`config.mk`:
```
export PLATFORM = sky130hd
export DESIGN_NAME = irq_vec_ctrl
export DESIGN_NICKNAME = d
export VERILOG_FILES = /design/src/rtl/irqc_pkg.sv /design/src/rtl/irqc_edge_det.sv /design/src/rtl/irqc_prio.sv /design/src/rtl/irq_vec_ctrl.sv
export SDC_FILE = /design/constraint.sdc
export NUM_CORES = 1
export LEC_CHECK = 0
export BUFFER_PORTS_ARGS = -buffer_cell sky130_fd_sc_hd__clkbuf_2
export CORE_MARGIN = 2
export CORE_UTILIZATION = 36
export DETAILED_ROUTE_END_ITERATION = 12
export GPL_ROUTABILITY_DRIVEN = 1
export PLACE_DENSITY = 0.6
export REMOVE_ABC_BUFFERS = 1
export SETUP_SLACK_MARGIN = 0.05
export SLEW_MARGIN = 40
export SYNTH_ARGS = -nofsm -noshare
export SYNTH_HDL_FRONTEND = slang
export SYNTH_SLANG_ARGS = --single-unit
```
`constraint.sdc`:
```
create_clock -name clk -period 2.55 [get_ports clk]
set_input_delay 0.3825 -clock clk [delete_from_list [all_inputs] [get_ports clk]]
set_output_delay 0.3825 -clock clk [all_outputs]
set_load 0.02 [all_outputs]
```
`src/rtl/irqc_pkg.sv`:
```
package irqc_pkg;
  localparam int DATA_W    = 8;
  localparam int ADDR_W    = 3;
  localparam int NUM_PINS  = 2;
  localparam int PIN_A_SRC = 3;
  localparam int PIN_B_SRC = 6;

  typedef enum logic [ADDR_W-1:0] {
    SEL_REQ    = 3'd0,
    SEL_MASK   = 3'd1,
    SEL_POL    = 3'd2,
    SEL_FLAGS  = 3'd3,
    SEL_SHADOW = 3'd4
  } reg_sel_e;
endpackage

```
`src/rtl/irqc_edge_det.sv`:
```
module irqc_edge_det #(
  parameter int SYNC_STAGES = 2
) (
  input  logic clk,
  input  logic rst,
  input  logic pin,
  input  logic fall_sel,
  input  logic en,
  output logic hit
);
  logic [SYNC_STAGES-1:0] sync_q;
  logic                   prev_q;
  logic                   cur;

  always_ff @(posedge clk) begin
    if (rst) begin
      sync_q <= '0;
      prev_q <= 1'b0;
    end else begin
      sync_q <= {sync_q[SYNC_STAGES-2:0], pin};
      prev_q <= sync_q[SYNC_STAGES-1];
    end
  end

  assign cur = sync_q[SYNC_STAGES-1];
  assign hit = en & (fall_sel ? (prev_q & ~cur) : (cur & ~prev_q));


  edge_single_pulse_chk: assert property (@(posedge clk) disable iff (rst)
    hit |=> !hit);
endmodule

```
`src/rtl/irqc_prio.sv`:
```
module irqc_prio #(
  parameter int N     = 8,
  parameter int VEC_W = 8
) (
  input  logic [N-1:0]     pend,
  output logic             any,
  output logic [VEC_W-1:0] vec
);
  always_comb begin
    any = |pend;
    vec = '0;
    for (int i = N - 1; i >= 0; i--) begin
      if (pend[i]) vec = VEC_W'((i + 1) * 4);
    end
  end
endmodule

```
`src/rtl/irq_vec_ctrl.sv`:
```
module irq_vec_ctrl
  import irqc_pkg::*;
#(
  parameter int NSRC        = 8,
  parameter int SYNC_STAGES = 2
) (
  input  logic              clk,
  input  logic              rst,
  input  logic              wr_en,
  input  logic              rd_en,
  input  logic [ADDR_W-1:0] addr,
  input  logic [DATA_W-1:0] wdata,
  output logic [DATA_W-1:0] rdata,
  input  logic [NSRC-1:0]   src_set,
  input  logic [NUM_PINS-1:0] ext_pin,
  input  logic              ack,
  input  logic              reti,
  output logic              irq_req,
  output logic [DATA_W-1:0] vec_addr
);
  localparam int PIN_SRC [NUM_PINS] = '{PIN_A_SRC, PIN_B_SRC};

  logic [NSRC-1:0]     req_q, mask_q;
  logic [NUM_PINS-1:0] pol_q;
  logic [DATA_W-1:0]   flags_q, shadow_q, flags_eff;
  logic [NUM_PINS-1:0] pin_hit;
  logic [NSRC-1:0]     edge_set, pend;
  logic                pend_any;
  logic [DATA_W-1:0]   win_vec;
  logic                wr_req, wr_mask, wr_pol, wr_flags, wr_shadow;

  assign wr_req    = wr_en && (addr == SEL_REQ);
  assign wr_mask   = wr_en && (addr == SEL_MASK);
  assign wr_pol    = wr_en && (addr == SEL_POL);
  assign wr_flags  = wr_en && (addr == SEL_FLAGS);
  assign wr_shadow = wr_en && (addr == SEL_SHADOW);

  generate
    for (genvar gp = 0; gp < NUM_PINS; gp++) begin : g_pin
      irqc_edge_det #(.SYNC_STAGES(SYNC_STAGES)) edge_i (
        .clk      (clk),
        .rst      (rst),
        .pin      (ext_pin[gp]),
        .fall_sel (pol_q[gp]),
        .en       (mask_q[PIN_SRC[gp]]),
        .hit      (pin_hit[gp])
      );
    end
  endgenerate

  always_comb begin
    edge_set = '0;
    for (int p = 0; p < NUM_PINS; p++) edge_set[PIN_SRC[p]] = pin_hit[p];
  end

  // Request register: write-zero clears, new events win over a clear
  always_ff @(posedge clk) begin
    if (rst) begin
      req_q <= '0;
    end else begin
      req_q <= (wr_req ? (req_q & wdata[NSRC-1:0]) : req_q) | src_set | edge_set;
    end
  end

  always_ff @(posedge clk) begin
    if (rst) begin
      mask_q <= '0;
      pol_q  <= '0;
    end else begin
      if (wr_mask) mask_q <= wdata[NSRC-1:0];
      if (wr_pol)  pol_q  <= wdata[NUM_PINS-1:0];
    end
  end

  // Flags as seen by an acknowledge taken in the same cycle as a write
  assign flags_eff = wr_flags ? wdata : flags_q;

  always_ff @(posedge clk) begin
    if (rst) begin
      flags_q  <= '0;
      shadow_q <= '0;
    end else if (ack) begin
      shadow_q <= flags_eff;
      flags_q  <= {flags_eff[DATA_W-1:1], 1'b0};
    end else begin
      if (reti)          flags_q  <= shadow_q;
      else if (wr_flags) flags_q  <= wdata;
      if (wr_shadow)     shadow_q <= wdata;
    end
  end

  assign pend = req_q & mask_q;

  irqc_prio #(.N(NSRC), .VEC_W(DATA_W)) prio_i (
    .pend (pend),
    .any  (pend_any),
    .vec  (win_vec)
  );

  always_ff @(posedge clk) begin
    if (rst) begin
      irq_req  <= 1'b0;
      vec_addr <= '0;
    end else begin
      irq_req  <= pend_any & flags_q[0];
      vec_addr <= win_vec;
    end
  end

  always_ff @(posedge clk) begin
    if (rst) begin
      rdata <= '0;
    end else if (rd_en) begin
      case (addr)
        SEL_REQ:    rdata <= DATA_W'(req_q);
        SEL_MASK:   rdata <= DATA_W'(mask_q);
        SEL_POL:    rdata <= DATA_W'(pol_q);
        SEL_FLAGS:  rdata <= flags_q;
        SEL_SHADOW: rdata <= shadow_q;
        default:    rdata <= '0;
      endcase
    end
  end


  irq_gate_chk: assert property (@(posedge clk) disable iff (rst)
    irq_req |-> $past(flags_q[0] && ((req_q & mask_q) != '0)));


  ack_save_chk: assert property (@(posedge clk) disable iff (rst)
    (ack && !wr_flags) |=> (shadow_q == $past(flags_q)) && !flags_q[0]);


  reti_restore_chk: assert property (@(posedge clk) disable iff (rst)
    (reti && !ack) |=> flags_q == $past(shadow_q));


  req_hold_chk: assert property (@(posedge clk) disable iff (rst)
    !wr_req |=> (req_q & $past(req_q)) == $past(req_q));


  vec_align_chk: assert property (@(posedge clk) disable iff (rst)
    irq_req |-> (vec_addr[1:0] == 2'b00) && (vec_addr != '0));
endmodule

```
==> metrics.md, run 1 <==
| Metric | Value |
|---|---|
| Status | finished, final reports clean |
| Ratio of final minimum period to clock period | 0.670 |
| Antenna cells | 0 |
| DPL Wire Length | 4330 um |
| Seq/Total Area, Yosys | 0.444 |
| TritonCTS clock tree | yes |
| Initial DRT Pass Iterations | 4 |
| Cells after Synth | 260 |
| FILL cells | 635 |
| Switch share | 0.246 |
| Final Critical Period | 1.71 ns |
| Most frequent cells in the layout | 53 x dfxtp_1, 39 x clkbuf_2, 29 x nand2_1, 25 x mux2i_1, 21 x nor2_1 |
| Wire per inst | ~16 um |
| Initial Util | 0.374 |
| Met2 usage | 0.256 |
| Cts hold-fix bufs | 0 |
| Vias in the first global route | between 1500 and 2000 |
| FMAX | ~0.59 GHz |
| Root buffer cell | clkbuf_8 |
| Mapped Area | approximately 2400 sq um |
| GR peak layer | met2 |
| Pwr per Cell Area | between 600 and 700 nW/um^2 |
| Area Overhead vs Synth | 14.9% |
| Clock power share | 0.358 |
| Hold Crit Depth | 2 |
| Avg Cell Area, Syn | ~9.2 sq um |
| GRT Resource Usage Total | 0.170 |
| End of the worst hold path | g_pin[1].edge_i.sync_q[0]$_SDFF_PP0_ |
| Worst-Skew Late Latency | about 0.31 ns |
| IO buf count | 39 |
| CTS H-Tree Depth | 2 |
| Crit Reg-Reg Startpoint | req_q[5]$_SDFF_PP0_ |
| Dpl cell area | 2630 sq um |
| Hold WC Path Type | input port to register |
| Worst-margin pin slew | approximately 0.65 ns |
| Most common cell after layout, fill and taps aside | dfxtp_1 |
| NumNets Final | between 300 and 400 |
| Initial DRC count | 128 |
| Core area | 6390 sq um |
| Post-layout util | 0.430 |
| VDD IR max | between 0.0003 and 0.0004 V |
| Worst Path Arrival | 1.89 ns |
| Final instance area | between 2000 and 3000 sq um |
| Sw Pwr | 410 uW |
| Worst-path clk slew | roughly 0.1 ns |
| RSZ-0062 raised after global routing | no |
| WP data required | around 2.7 ns |
| Max Clock Skew | just over 0.008 ns |
| Final Max Slew Viols | 0 |
| Total CTS buffers | 5 |
| Worst setup margin | between 0.8 and 0.9 ns |
| Max-Cap Viols | 0 |
| #FFs+latches synth | 53 |
| Netlist cell types | approximately 40 |
| Routed WL | 6100 um |
| First-pass GRT wire length | 9650 um |
| Sequential power share | 0.534 |
| GP Congestion | 0.889 |
| Die H | about 85 um |
| Die Area | roughly 7300 sq um |
| Crit-path max FO | 20 |
| Synth Warn # | 0 |
| Critical path startpoint category | input port |
| Final setup fails | 0 |
| Overflow after GRT | 0 |
| Pre-CTS setup slack | about 0.47 ns |
| Worst reg2reg path depth | 4 |
| Share of post-route cells with drive strength above 1 | 0.204 |
| Vias per cell | between 5 and 6 |
| Largest net degree at the start of global routing | 29 |
| # rows | 29 |
| Vias | between 2000 and 2500 |
| M1 GR Usage | 0.239 |
| Comb power frac | 0.108 |
| GR Layer Usage met3 | 0.0350 |
| Routed Antenna Nets | 0 |
| Static leakage | around 1.1 nW |
| Hold Path Origin | ext_pin[1] |
| Final Hold Fails | 0 |
| Slew margin rel. | 0.558 |
| Int Pwr | ~1.3 mW |
| Initial antenna violation count | 0 |
| Final setup TNS | 0 ns |
| Io pins | 44 |
| Post_cts resized | 0 |
| Clk sinks | 53 |
| Reg-to-reg endpoint | vec_addr[2]$_SDFF_PP0_ |
| CTS max path bufs | 2 |
| Worst setup path class | input port to register |
| Die X-Extent | 85.5 um |
| Postcts setup bufs | 0 |
| Worst Setup End Kind | register |
| DR DRC count | 0 |
| Flop2flop setup slack | between 1 and 1.5 ns |
[synthesized netlist by cell type]
master | count | area (sq um)
dfxtp_1 | 53 | 1060
nand2_1 | 29 | 109
mux2i_1 | 25 | 250
nor2_1 | 21 | 78.8
a21oi_1 | 17 | 85.1
clkbuf_1 | 11 | 41.3
o21ai_0 | 11 | 55.1
a311oi_1 | 9 | 78.8
a22oi_1 | 8 | 60.1
a22o_1 | 7 | 61.3
inv_1 | 7 | 26.3
nor2b_1 | 7 | 43.8
o22ai_1 | 7 | 43.8
buf_2 | 5 | 25.0
buf_4 | 4 | 30.0
nor3_1 | 4 | 20.0
and4b_1 | 3 | 30.0
nand2b_1 | 3 | 18.8
nor4bb_1 | 3 | 30.0
and3b_1 | 2 | 17.5
mux2_2 | 2 | 22.5
nand3b_1 | 2 | 15.0
nand4b_1 | 2 | 17.5
a211oi_1 | 1 | 7.51
a21boi_4 | 1 | 18.8
a21oi_2 | 1 | 8.76
a221oi_1 | 1 | 8.76
a222oi_1 | 1 | 10.0
a22oi_2 | 1 | 12.5
a31oi_1 | 1 | 6.26
a32o_1 | 1 | 10.0
a41oi_1 | 1 | 8.76
and2_1 | 1 | 6.26
and4bb_2 | 1 | 12.5
buf_6 | 1 | 11.3
conb_1 | 1 | 3.75
nand3_1 | 1 | 5.00
nor3b_1 | 1 | 7.51
or2_2 | 1 | 6.26
or4b_4 | 1 | 13.8
or4bb_1 | 1 | 11.3
[kinds of logic (layout without fill, tap and decap cells)]
logic type	Yosys count	count (layout)	synth area share
multiplexers	27	27	0.114
flip-flops	53	53	0.444
buffers and inverters	28	59	0.0560
AO/OA/AOI/OAI	68	68	0.199
AND/OR/NAND/NOR	83	83	0.185
other	1	4	0.00157
[cell type report]
class	count	area [sq um]	area share
Clock buffer	7	86.3	0.0314
Clock inverter	1	30.0	0.0109
Inverter	7	26.3	0.00957
Multi-Input combinational cell	182	1210	0.442
Sequential cell	53	1060	0.387
Tap cell	77	96.3	0.0351
Timing Repair Buffer	44	233	0.0848
[metal layers]
metal  vias up  wire, um
met1       966      2860
li1       1007         -
met3        11       433
met2        59      2690
met5         -         0
met4         0       112
[power groups by stage]
stage          logic [mW]  registers (mW)  clock network (mW)
2_1_floorplan      0.0928           0.902                   0
3_3_place_gp        0.177           0.907                   0
3_5_place_dp        0.179           0.907                   0
4_1_cts             0.180           0.887               0.606
5_1_grt             0.199           0.893               0.633
6_report            0.180           0.888               0.596
[critical path, stage by stage]
cell and delay, ns:
clkbuf_2 0.28, nor4bb_2 0.68, buf_4 0.30, mux2i_1 0.19
nor2_1 0.05
[state kept, by name, summed over array words and instances (netlist names)]
signal and cells:
flags_q 8, irq_req 1, g_pin.edge_i.sync_q 4, rdata 8, shadow_q 8, pol_q 2, vec_addr 4, g_pin.edge_i.prev_q 2
mask_q 8, req_q 8
[per-stage QoR]
stage                     power, mW  std cells  hold slack [ns]
after CTS                      1.67        371            0.266
after detailed placement       1.09        363            0.432
final                          1.66        371            0.268
after global placement         1.08        363            0.416
after global routing           1.72        371            0.288
after floorplan               0.994        242            0.414
[how the worst max path moves through the flow]
stage            start                endpoint  slack [ns]  cells past startpoint
2_1_floorplan    wr_en  mask_q[0]$_SDFFE_PP0P_        0.51                      3
3_3_place_gp   addr[2]  mask_q[1]$_SDFFE_PP0P_        0.55                      5
3_5_place_dp   addr[2]  mask_q[1]$_SDFFE_PP0P_        0.47                      5
4_1_cts        addr[2]  mask_q[2]$_SDFFE_PP0P_        0.84                      5
5_1_grt        addr[2]  mask_q[0]$_SDFFE_PP0P_        0.75                      5
6_report       addr[2]  mask_q[2]$_SDFFE_PP0P_        0.84                      5
No activity file was read; power rests on OpenSTA's default activity.
==> inputs of run 2 (changes only) <==
- PLACE_DENSITY: 0.6 -> 0.62
- clock period: 2.55 -> 1.5 ns (I/O delays scaled with it)
==> run 2 against run 1 <==
  * Worst hold slack worse by 0.15 ns
  * Critical path depth fell by 1
  * Register-to-register slack got worse by 1.1 ns
  * Clock-buffer cell count is 2 lower
==> metrics.md, run 2 (synthesis gave the netlist of run 1 again) <==
| Metric | Value |
|---|---|
| GP Congestion | 0.897 |
| Final setup fails | 0 |
| Worst Setup End Kind | register |
| Slew margin rel. | 0.657 |
| Pre-CTS setup slack | -0.0866 ns |
| Most frequent cells in the layout | 53 x dfxtp_1, 39 x clkbuf_2, 29 x nand2_1, 25 x mux2i_1, 21 x nor2_1 |
| Cts hold-fix bufs | 0 |
| DR DRC count | 0 |
| Worst Path Arrival | 1.53 ns |
| Io pins | between 40 and 50 |
| Worst-margin pin slew | around 0.5 ns |
| Final setup TNS | 0 ns |
| RSZ-0062 raised after global routing | no |
| Worst setup margin | ~0.16 ns |
| Max-Cap Viols | 0 |
| Wire per inst | about 16 um |
| Static leakage | roughly 1.2 nW |
| Hold WC Path Type | input port to register |
| Seq. cell area | 1060 sq um |
| Overflow after GRT | 0 |
| Dpl cell area | ~2700 sq um |
| Die H | approximately 85 um |
| GRT Resource Usage Total | 0.174 |
| Total CTS buffers | 5 |
| Most common cell after layout, fill and taps aside | dfxtp_1 |
| DPL Wire Length | around 4700 um |
| Root buffer cell | clkbuf_8 |
| Ratio of final minimum period to clock period | 0.895 |
| Largest net degree at the start of global routing | 25 |
| Share of post-route cells with drive strength above 1 | 0.247 |
| Status | finished, final reports clean |
| Critical Path Source | mask_q[5]$_SDFFE_PP0P_ |
| Initial DRC count | ~180 |
| Postcts setup bufs | 0 |
| FMAX | 0.745 GHz |
| Pwr per Cell Area | 986 nW/um^2 |
| Post_cts resized | 0 |
| Final instance area | approximately 2900 sq um |
| First-pass GRT wire length | 10100 um |
| Hold Path Origin | src_set[0] |
| Worst-path clk slew | about 0.10 ns |
| Die X-Extent | 85.5 um |
| Total design power | approximately 2.8 mW |
| Vias | just over 2000 |
| Clk sinks | between 50 and 60 |
| Vias in the first global route | about 2000 |
| Final Max Slew Viols | 0 |
| TritonCTS clock tree | yes |
| Antenna cells | 0 |
| VDD IR max | 0.000509 V |
| Crit Reg-Reg Startpoint | mask_q[5]$_SDFFE_PP0P_ |
| Worst-Skew Late Latency | 0.31 ns |
| Max Clock Skew | roughly 0.015 ns |
| Initial DRT Pass Iterations | 4 |
| # rows | 29 |
| Vias per cell | about 5.4 |
| Initial Util | 0.374 |
| Routed Antenna Nets | 0 |
| Final Hold Fails | 0 |
| Critical path startpoint category | register |
| Final Critical Period | 1.34 ns |
| Crit-path max FO | 4 |
| Die Area | about 7300 sq um |
| WP data required | 1.69 ns |
| Core area | 6390 sq um |
| CTS H-Tree Depth | 2 |
| Initial antenna violation count | 0 |
| NumNets Final | ~330 |
| Area Overhead vs Synth | 19.9% |
| FILL cells | 650 |
| Routed WL | ~6000 um |
| Worst setup path class | register to register |
| IO buf count | 39 |
| CTS max path bufs | 2 |
| Area used by multi-input combinational logic | 1220 sq um |
run 2: cell count changes in the layout (fill, tap and decap cells not counted):
cell | before | now
buf_4 | 5 | 18
a31oi_1 | 1 | 0
a31oi_2 | 0 | 1
buf_12 | 0 | 1
clkbuf_1 | 1 | 0
clkbuf_8 | 6 | 5
clkinv_2 | 0 | 1
inv_6 | 0 | 1
run 2: where the power goes:
part | internal (mW) | switching [mW] | total [mW] | leakage [nW]
Combinational | 0.148 | 0.186 | 0.334 | 0.672
Sequential | 1.46 | 0.0483 | 1.51 | 0.433
Clock | 0.501 | 0.479 | 0.980 | 0.0585
run 2: worst paths after layout:
check / endpoint / slack (ns) / cells after the start
worst min register to register: g_pin[1].edge_i.sync_q[1]$_SDFF_PP0_ / 0.45 / 1
worst min-delay path: req_q[0]$_SDFF_PP0_ / 0.12 / 3
worst max register to register: vec_addr[2]$_SDFF_PP0_ / 0.16 / 4
worst max-delay path: vec_addr[2]$_SDFF_PP0_ / 0.16 / 4
run 2: area by class of cell:
cell class,instances,share of cell area
Clock buffer,5,0.0240
Clock inverter,3,0.0153
Inverter,7,0.00917
Multi-Input combinational cell,182,0.425
Sequential cell,53,0.370
Tap cell,77,0.0336
Timing Repair Buffer,58,0.122
run 2: metrics by stage:
step	hold WS, ns	utilization	std cells
2_1_floorplan	0.287	-	242
3_3_place_gp	0.416	0.430	377
3_5_place_dp	0.435	0.430	377
4_1_cts	0.117	0.448	385
5_1_grt	0.119	0.449	385
6_report	0.119	0.449	385
run 2: routing by layer:
| layer | up-vias | track usage | wire length [um] |
|---|---|---|---|
| li1 | 1028 | - | - |
| met1 | 971 | 0.247 | 2990 |
| met2 | 68 | 0.271 | 2630 |
| met3 | 6 | 0.0331 | 336 |
| met4 | 0 | 0.0433 | 80 |
| met5 | - | 0 | 0 |
run 2: critical path, cell delays in order (launching register included):
cell	delay [ns]
dfxtp_1	0.41
nand2_1	0.09
a32o_1	0.29
a222oi_1	0.35
a311oi_1	0.09
==> inputs of run 3 (changes only) <==
- ABC_AREA: default -> 1
==> run 3 against run 2 <==
  * Clock power up 15%
  * Critical path type is now input port to register
  * Largest power group unchanged
  * Synthesized cell count rose by 38%
  * Worst hold slack worse by 0.017 ns
  * Utilization fell by 1.5 points
  * Clock-buffer cell count unchanged
  * Critical path depth increased by 4
  * First-iteration DRC count down 30%
  * Sequential share of layout area down 0.81 points
==> metrics.md, run 3 <==
| Metric | Value |
|---|---|
| RSZ-0062 raised after global routing | no |
| Crit path max-delay family | simple AND/OR/NAND/NOR gates |
| TritonCTS clock tree | yes |
| Worst setup margin | roughly 0.35 ns |
| DPL Wire Length | roughly 5000 um |
| Most frequent cells in the layout | 88 x nand2_1, 53 x dfxtp_1, 50 x inv_1, 39 x clkbuf_2, 38 x o21ai_0 |
| Total CTS buffers | 5 |
| Ratio of final minimum period to clock period | 0.764 |
| Antenna cells | 0 |
| Vias in the first global route | about 2200 |
| #FFs+latches synth | 53 |
| Max-Cap Viols | 0 |
| Final Max Slew Viols | 0 |
| Pre-CTS setup slack | around 0.078 ns |
| Cts hold-fix bufs | 0 |
| CP bufs+invs | 2 |
| Routed WL | roughly 6400 um |
| Die H | slightly below 90 um |
| NumNets Final | roughly 430 |
| Pwr per Cell Area | about 1000 nW/um^2 |
| Die X-Extent | 87.1 um |
| Initial DRC count | around 120 |
| Vias per cell | slightly below 5 |
| WP data required | 1.74 ns |
| Final Hold Fails | 0 |
| Netlist cell types | 30 |
| Ranking of synthesized cells by area | dfxtp_1 43%, nand2_1 13%, o21ai_0 7.6% |
| Worst-margin pin slew | approximately 0.5 ns |
| Root buffer cell | clkbuf_8 |
| # rows | 30 |
| Most common cell after layout, fill and taps aside | nand2_1 |
| Overflow after GRT | 0 |
| Final setup TNS | 0 ns |
| Max Clock Skew | around 0.0089 ns |
| Commonest cells in the netlist | 88 x nand2_1, 53 x dfxtp_1, 50 x inv_1 |
| Total design power | ~3.0 mW |
| Initial DRT Pass Iterations | 4 |
| Io pins | 44 |
| Crit path top cell by count | nand2_1 |
| Initial antenna violation count | 0 |
| FFs w/ async S/R, synth | 0 |
| CTS max path bufs | 2 |
| GP Congestion | between 0.8 and 0.9 |
| Postcts setup bufs | 0 |
| Static leakage | between 1 and 1.5 nW |
| Worst-Skew Late Latency | 0.30 ns |
| Clk sinks | 53 |
| Slowest CP cell | nor2_1 |
| Worst-path clk slew | 0.10 ns |
| Area Overhead vs Synth | 17.7% |
| FMAX | 0.873 GHz |
| VDD IR max | roughly 0.00053 V |
| GRT Resource Usage Total | 0.180 |
| Avg Cell Area, Syn | slightly below 7 sq um |
| Final setup fails | 0 |
| DR DRC count | 0 |
| Number of flops mapped to enable cells by yosys | 0 |
| Crit-path max FO | 8 |
| CTS H-Tree Depth | 2 |
| Top_reg_cell synth | dfxtp_1 |
| Synth Warn # | 0 |
| Mapped Area | approximately 2500 sq um |
| Post-synth top area share | 0.426 |
| Max incr delay on CP | slightly below 0.3 ns |
| Most numerous cell in the Yosys netlist | nand2_1 |
| Seq/Total Area, Yosys | 0.426 |
| Final Critical Period | 1.15 ns |
| Worst setup path class | input port to register |
| Hold WC Path Type | input port to register |
| Routed Antenna Nets | 0 |
| Cells after Synth | roughly 360 |
| Crit path cell chain | clkbuf_2 -> nor2_1 -> nand3_2 -> inv_2 -> nand2_1 -> o21ai_1 -> nand2_1 -> o21ai_0 |
| Post_cts resized | 0 |
| Post-layout util | 0.434 |
| Largest net degree at the start of global routing | 24 |
| Slew margin rel. | 0.663 |
| Worst Setup End Kind | register |
| Vias | between 2000 and 2500 |
| IO buf count | 39 |
| First-pass GRT wire length | 10600 um |
| Initial Util | 0.368 |
| Synth area leader | dfxtp_1 |
| Core area | 6760 sq um |
| Share of post-route cells with drive strength above 1 | 0.185 |
| Status | finished, final reports clean |
| Critical path startpoint category | input port |
| Worst Path Arrival | about 1.4 ns |
| Wire per inst | ~13 um |
| Die Area | between 7000 and 8000 sq um |
[run 3: cell types whose count changed after synthesis, sizes merged, moves of 5 or more]
| cell | before | now |
|---|---|---|
| a22oi | 9 | 0 |
| a22o | 7 | 0 |
| nor2b | 7 | 0 |
| a21oi | 18 | 27 |
| mux2i | 25 | 0 |
| a311oi | 9 | 0 |
| inv | 7 | 53 |
| nand4 | 0 | 5 |
| clkbuf | 11 | 5 |
| nand3 | 1 | 29 |
| o21ai | 11 | 44 |
| nand2 | 29 | 91 |
| nor2 | 21 | 26 |
[run 3: layer usage]
layer	vias up	GRT usage	part of all wire
met5	-	0	0
met3	5	0.0256	0.046
met1	1047	0.251	0.50
met4	0	0.0434	0.0083
li1	1242	-	-
met2	55	0.293	0.45
[run 3: cell families after synthesis]
logic type	after synthesis	share of synthesized area
buf+inv	68	0.115
flops	53	0.426
simple gates	152	0.264
compound gates	85	0.194
other cells	1	0.00151
[run 3: per-stage QoR]
step                      instances  hold WS [ns]  instance area (sq um)
after floorplan                 348         0.294                   2420
after global placement          478         0.389                   2800
after detailed placement        478         0.397                   2800
after CTS                       486        0.0995                   2930
after global routing            486         0.121                   2930
final                           486         0.102                   2930
[run 3: path summary, 6_finish.rpt]
kind,start,endpoint,slack (ns),cells after the start
hold / removal,ext_pin[1],g_pin[1].edge_i.sync_q[0]$_SDFF_PP0_,0.10,3
setup reg to reg,req_q[2]$_SDFF_PP0_,vec_addr[5]$_SDFF_PP0_,0.53,5
hold reg to reg,g_pin[0].edge_i.sync_q[0]$_SDFF_PP0_,g_pin[0].edge_i.sync_q[1]$_SDFF_PP0_,0.41,2
setup / recovery,addr[0],shadow_q[4]$_SDFFE_PP0P_,0.35,8
[run 3: where the power goes]
part / total, mW / switching, mW / internal (mW)
registers: 1.51 / 0.0434 / 1.47
logic: 0.346 / 0.224 / 0.122
clock network: 1.13 / 0.468 / 0.663
[run 3: final cells by class]
type	instances	area (sq um)
flip-flops and latches	53	1060
clock inverters	3	65.1
inverters	54	203
repair buffers	50	278
well taps	80	100
fillers	731	3830
multi-input cells	241	1150
clock buffers	5	68.8
[run 3: worst reg2reg max path: cells and delay by family, from the launching register on]
| family | cells | cell delay (ns) |
|---|---|---|
| simple gates | 4 | 0.45 |
| flops | 1 | 0.33 |
| buf+inv | 1 | 0.08 |
